File: src/rtl/column_seq_pkg.sv
// Shared types for the column sampling switch sequencer.
// Assumes two capacitor pairs per column; the pair count is the one place to change it.
package column_seq_pkg;
    localparam int NUM_PAIRS = 2;
    localparam int NUM_CAPS  = 2 * NUM_PAIRS;
    localparam int NUM_PH    = 4;

    typedef enum logic [2:0] {
        PH_IDLE = 3'd0,
        PH_RST  = 3'd1,
        PH_SIG  = 3'd2,
        PH_CUR  = 3'd3,
        PH_CMP  = 3'd4
    } phase_e;

    typedef enum logic [1:0] {
        SRC_PREV  = 2'b00,
        SRC_WEST  = 2'b01,
        SRC_NORTH = 2'b10
    } src_e;
endpackage

File: src/rtl/row_tracker.sv
// Row tracker: holds the active row number and its parity.
// A frame start loads row 1; each row advance increments it. Frame start wins.
module row_tracker #(
    parameter int ROW_W = 10
) (
    input  logic             clk,
    input  logic             rst_n,
    input  logic             frame_start,
    input  logic             row_adv,
    output logic [ROW_W-1:0] row_idx,
    output logic             row_odd
);
    localparam logic [ROW_W-1:0] FIRST_ROW = ROW_W'(1);

    // Load or advance the row counter.
    always_ff @(posedge clk) begin
        if (!rst_n)
            row_idx <= '0;
        else if (frame_start)
            row_idx <= FIRST_ROW;
        else if (row_adv)
            row_idx <= row_idx + FIRST_ROW;
    end

    // Parity follows the low bit of the row number.
    always_comb row_odd = row_idx[0];
endmodule

File: src/rtl/mode_latch.sv
// Mode latch: captures the comparison mode at frame start and maps it to a source select.
// Assumes the mode inputs are valid in the frame-start cycle; at other times they are ignored.
module mode_latch
    import column_seq_pkg::*;
(
    input  logic clk,
    input  logic rst_n,
    input  logic frame_start,
    input  logic mode_intra,
    input  logic mode_west,
    output src_e cmp_src
);
    logic intra_q;
    logic west_q;

    // Capture the mode flags only when a frame starts.
    always_ff @(posedge clk) begin
        if (!rst_n) begin
            intra_q <= 1'b0;
            west_q  <= 1'b0;
        end else if (frame_start) begin
            intra_q <= mode_intra;
            west_q  <= mode_west;
        end
    end

    // Decode the latched flags into the comparison source.
    always_comb begin
        if (!intra_q)
            cmp_src = SRC_PREV;
        else if (west_q)
            cmp_src = SRC_WEST;
        else
            cmp_src = SRC_NORTH;
    end
endmodule

File: src/rtl/phase_seq.sv
// Phase sequencer: steps through reset-sample, signal-sample, convert-current and
// convert-comparison, one phase per phase strobe, then returns to idle.
// A frame start or a row advance drops any sequence in progress.
module phase_seq
    import column_seq_pkg::*;
(
    input  logic              clk,
    input  logic              rst_n,
    input  logic              frame_start,
    input  logic              row_adv,
    input  logic              phase_stb,
    output phase_e            phase,
    output logic [NUM_PH-1:0] phase_vec
);
    phase_e nxt;

    // Next phase in the fixed order.
    always_comb begin
        case (phase)
            PH_IDLE: nxt = PH_RST;
            PH_RST:  nxt = PH_SIG;
            PH_SIG:  nxt = PH_CUR;
            PH_CUR:  nxt = PH_CMP;
            default: nxt = PH_IDLE;
        endcase
    end

    // Phase register; frame start and row advance take priority over the strobe.
    always_ff @(posedge clk) begin
        if (!rst_n)
            phase <= PH_IDLE;
        else if (frame_start || row_adv)
            phase <= PH_IDLE;
        else if (phase_stb)
            phase <= nxt;
    end

    // One-hot view of the phase for the analog side.
    always_comb begin
        phase_vec = '0;
        case (phase)
            PH_RST:  phase_vec[0] = 1'b1;
            PH_SIG:  phase_vec[1] = 1'b1;
            PH_CUR:  phase_vec[2] = 1'b1;
            PH_CMP:  phase_vec[3] = 1'b1;
            default: phase_vec = '0;
        endcase
    end
endmodule

File: src/rtl/switch_decode.sv
// Switch decode: turns the phase and the row parity into capacitor switch enables and
// the output multiplexer select. Index 2p is the first capacitor of pair p, 2p+1 the second.
// On odd rows the first capacitors hold reset levels; on even rows the roles swap.
module switch_decode
    import column_seq_pkg::*;
(
    input  phase_e              phase,
    input  logic                row_odd,
    output logic [NUM_CAPS-1:0] rst_sw,
    output logic [NUM_CAPS-1:0] sig_sw,
    output logic                out_sel
);
    logic in_rst;
    logic in_sig;

    // Phase flags for the two sampling phases.
    always_comb begin
        in_rst = (phase == PH_RST);
        in_sig = (phase == PH_SIG);
    end

    // Per pair: the parity decides which capacitor takes reset and which takes signal.
    for (genvar p = 0; p < NUM_PAIRS; p++) begin : g_pair
        always_comb begin
            rst_sw[2*p]   = in_rst &&  row_odd;
            rst_sw[2*p+1] = in_rst && !row_odd;
            sig_sw[2*p]   = in_sig && !row_odd;
            sig_sw[2*p+1] = in_sig &&  row_odd;
        end
    end

    // The current pixel sits in the first pair on odd rows and in the second on even rows.
    always_comb begin
        case (phase)
            PH_CUR:  out_sel = !row_odd;
            PH_CMP:  out_sel =  row_odd;
            default: out_sel = 1'b0;
        endcase
    end
endmodule

File: src/rtl/column_sample_seq.sv
// Column sampling switch sequencer, top level.
// Connects the row tracker, mode latch, phase sequencer and switch decode.
// Assumes the strobes are single-cycle pulses synchronous to clk.
module column_sample_seq
    import column_seq_pkg::*;
#(
    parameter int ROW_W = 10
) (
    input  logic                clk,
    input  logic                rst_n,
    input  logic                frame_start,
    input  logic                row_adv,
    input  logic                phase_stb,
    input  logic                mode_intra,
    input  logic                mode_west,
    output logic [ROW_W-1:0]    row_idx,
    output logic                row_odd,
    output logic [NUM_PH-1:0]   phase_vec,
    output logic [NUM_CAPS-1:0] rst_sw,
    output logic [NUM_CAPS-1:0] sig_sw,
    output logic                out_sel,
    output logic [1:0]          cmp_src
);
    phase_e phase;
    src_e   src;

    row_tracker #(.ROW_W(ROW_W)) u_rows (
        .clk(clk), .rst_n(rst_n), .frame_start(frame_start), .row_adv(row_adv),
        .row_idx(row_idx), .row_odd(row_odd)
    );

    mode_latch u_mode (
        .clk(clk), .rst_n(rst_n), .frame_start(frame_start),
        .mode_intra(mode_intra), .mode_west(mode_west), .cmp_src(src)
    );

    phase_seq u_phase (
        .clk(clk), .rst_n(rst_n), .frame_start(frame_start), .row_adv(row_adv),
        .phase_stb(phase_stb), .phase(phase), .phase_vec(phase_vec)
    );

    switch_decode u_sw (
        .phase(phase), .row_odd(row_odd),
        .rst_sw(rst_sw), .sig_sw(sig_sw), .out_sel(out_sel)
    );

    // Present the source select as a plain vector.
    always_comb cmp_src = src;
endmodule

File: config.mk
export PLATFORM = sky130hd
export DESIGN_NAME = column_sample_seq
export DESIGN_NICKNAME = d
export VERILOG_FILES = /design/src/rtl/column_seq_pkg.sv /design/src/rtl/row_tracker.sv /design/src/rtl/mode_latch.sv /design/src/rtl/phase_seq.sv /design/src/rtl/switch_decode.sv /design/src/rtl/column_sample_seq.sv
export SDC_FILE = /design/constraint.sdc
export NUM_CORES = 1
export LEC_CHECK = 0
export ABC_AREA = 1
export BUFFER_PORTS_ARGS = -buffer_cell sky130_fd_sc_hd__buf_2
export CORE_MARGIN = 5
export CORE_UTILIZATION = 46
export CTS_CLUSTER_DIAMETER = 40
export DETAILED_ROUTE_END_ITERATION = 7
export PLACE_DENSITY = 0.76
export SLEW_MARGIN = 40
export SYNTH_ARGS = -nofsm -noshare
export SYNTH_HDL_FRONTEND = slang
export SYNTH_SLANG_ARGS = --single-unit
File: constraint.sdc
create_clock -name clk -period 1.7 [get_ports clk]
set_clock_uncertainty 0.15 [all_clocks]
set_input_delay 0.085 -clock clk [delete_from_list [all_inputs] [get_ports clk]]
set_output_delay 0.085 -clock clk [all_outputs]
set_load 0.005 [all_outputs]
==> impl_metrics.ini <==
[sta]
final-max-slew-violation-count = 0
final-hold-violation-count = 0
max_freq_ghz = 0.6374
finalSetupTns_ps = 0
period_needed_ps = 1569
tightest_slew_ps = 264.0
fin_crit_sh = 0.9229
setup_violations = 0
hold_slack_ps = 328.7
rsz0062_at_grt = no
slew_headroom = 0.8237

[clock_network]
path_clk_slew_ps = 90
cts_resized = 0
htreeDepth = 1
clk_path_buf_depth = 2
clk_latency_ps = 290
cts_num_sinks = 15
root_buffer = clkbuf_4
cts_tree = built
numCtsBuffers = 3

[power_and_ir_drop]
powerDensity_nw_per_um2 = 602.6
power_leakage_nw = 0.5896
ir_worst_vdd_mv = 0.4795

[logic_synthesis]
synth_nets = 131
netlist_top_cells_count = 29 x nand2_1, 20 x inv_1, 17 x nor2_1
async_flop_share = 0
yosysWarnings = 0
yosysSeqAreaShare = 0.3625
synth_area_sq_um = 828.3
yosys_register_bits = 15
synth_flop_cell = dfxtp_1
ys_types = 21
synth_top_cell_by_area = dfxtp_1
synth-edff-count = 0
yosysMostFrequentCell = nand2_1
ys_top_cells_by_area = dfxtp_1 36%, nand2_1 13%, inv_1 9.1%, nor2_1 7.7%, buf_4 6.3%
syn_avg_cell_area_sq_um = 6.734
netlist_instances = 123
yosys.area.top_type_share = 0.3625

[grt]
grt_pass1_vias = 786
antenna_found_initial = 0
grt_remaining_overflow = 0
grt_use_total = 0.1513
grt_pass1_wl_um = 3187
grt_max_degree = 10

[setup_path]
reg2reg_slack_ps = 340
crit_path_start = frame_start
cp_data_required_time_ps = 1740
r2r-end = u_mode.west_q
crit_arrival_ps = 1610
worstSetupPathType = in2reg
crit_end = u_mode.intra_q
end_kind = register
startpoint_type = input pin
worstPathMaxFanout = 4
r2r_cells = 3
crit-reg2reg-launch = u_mode.west_q

[drt]
wl_per_cell_um = 9.860
remaining_drc_errors = 0
wirelength_um = 1834
vias = 872
drtAntennaViolNets = 0
drt_iter0_drc = 13
vias_per_cell = 4.688
first_pass_iters = 4

[die]
die_h_um = 52.44
start_util = 0.4797
core_area_sq_um = 1727
rows = 15
pin_count = 33
die_w_um = 52.44
dieArea_sq_um = 2749

[flow_run]
maxCapViolations = 0

[placement]
numPortBuffers = 32
gp_congestion = 0.7956
place.detailed.hpwl_um = 1334

[layout]
synthToLayoutAreaGrowth_pct = 29.76
nNetsFinal = 169
drive_gt1_frac = 0.2875
fillerInstances = 162

[hold_path]
hold_path_class = reg2reg

[run_status]
outcome = completed
[report_power, final]
group	switching (mW)	internal, mW
combinational	0.0403	0.0367
sequential	0.00541	0.358
clock	0.119	0.0876
total	0.165	0.483
[how the worst min path moves through the flow]
stage	start	to	cells past startpoint
finish	u_mode.intra_q	u_mode.intra_q	2
global route	u_mode.intra_q	u_mode.intra_q	2
CTS	u_mode.intra_q	u_mode.intra_q	2
detailed placement	mode_west	u_mode.west_q	3
global placement	mode_west	u_mode.west_q	3
floorplan	phase_stb	u_phase.phase[0]	1
[cells in the final DEF, fill, tap and decap left out, types with 2 or more instances in the layout]
master,synthesis,routed
buf_2,0,32
nand2_1,29,29
inv_1,20,20
nor2_2,2,2
nor3_1,3,3
a211oi_1,2,2
clkbuf_4,0,3
o21ai_0,3,3
nand3_1,4,4
nand3_2,2,2
dlygate4sd3_1,0,7
nand4_1,2,2
dfxtp_1,15,15
nor2_1,17,17
a21oi_1,9,9
[metal layers]
layer,wire length (um),GRT usage,share of wire,vias up
met5,0,0,0,-
met4,70,0.09362,0.038,0
met3,145,0.02564,0.079,8
met2,836,0.2562,0.46,33
met1,781,0.1741,0.43,378
li1,-,-,-,453
[state kept, by name, summed over array words and instances (netlist names)]
name and flops:
u_rows.row_idx 10, u_phase.phase 3, u_mode.intra_q 1, u_mode.west_q 1
[through the flow]
step	cells	setup slack, ps	total power [mW]	cell area (sq um)	utilization
finish	186	131.1	0.6477	1075	0.6225
global route	185	60.07	0.6857	1072	0.6210
CTS	185	178.7	0.6485	1072	0.6210
detailed placement	174	427.4	0.4351	974.7	0.5645
global placement	174	463.5	0.4341	974.7	0.5645
floorplan	123	352.2	0.4098	828.3	-
[final cells by class]
type	count	area (sq um)	area share
multi-input combinational	80	396.6	0.3690
timing repair buffer	40	237.7	0.2212
sequential	15	300.3	0.2794
clock inverter	1	5.005	0.004657
antenna	1	2.502	0.002328
clock buffer	3	22.52	0.02095
inverter	21	78.83	0.07334
tap	25	31.28	0.02910
[cells by family after synthesis]
| logic type | count (synthesis) | synth area share |
|---|---|---|
| simple gates | 64 | 0.3671 |
| fa+ha+maj | 1 | 0.01510 |
| buf+inv | 28 | 0.1586 |
| compound gates | 15 | 0.09666 |
| flops | 15 | 0.3625 |
[critical path, stage by stage]
cell           delay, ps
dlygate4sd3_1        550
buf_2                150
inv_1                 80
o21ai_0              140
dlygate4sd3_1        570
a21oi_1               40
[repair_timing]
action,CTS,global route
hold buffers,7,0
hold endpoints to repair,14,0
endpoints found under the setup margin,0,0
setup buffers,0,0
(Power assumes the default switching activity.)
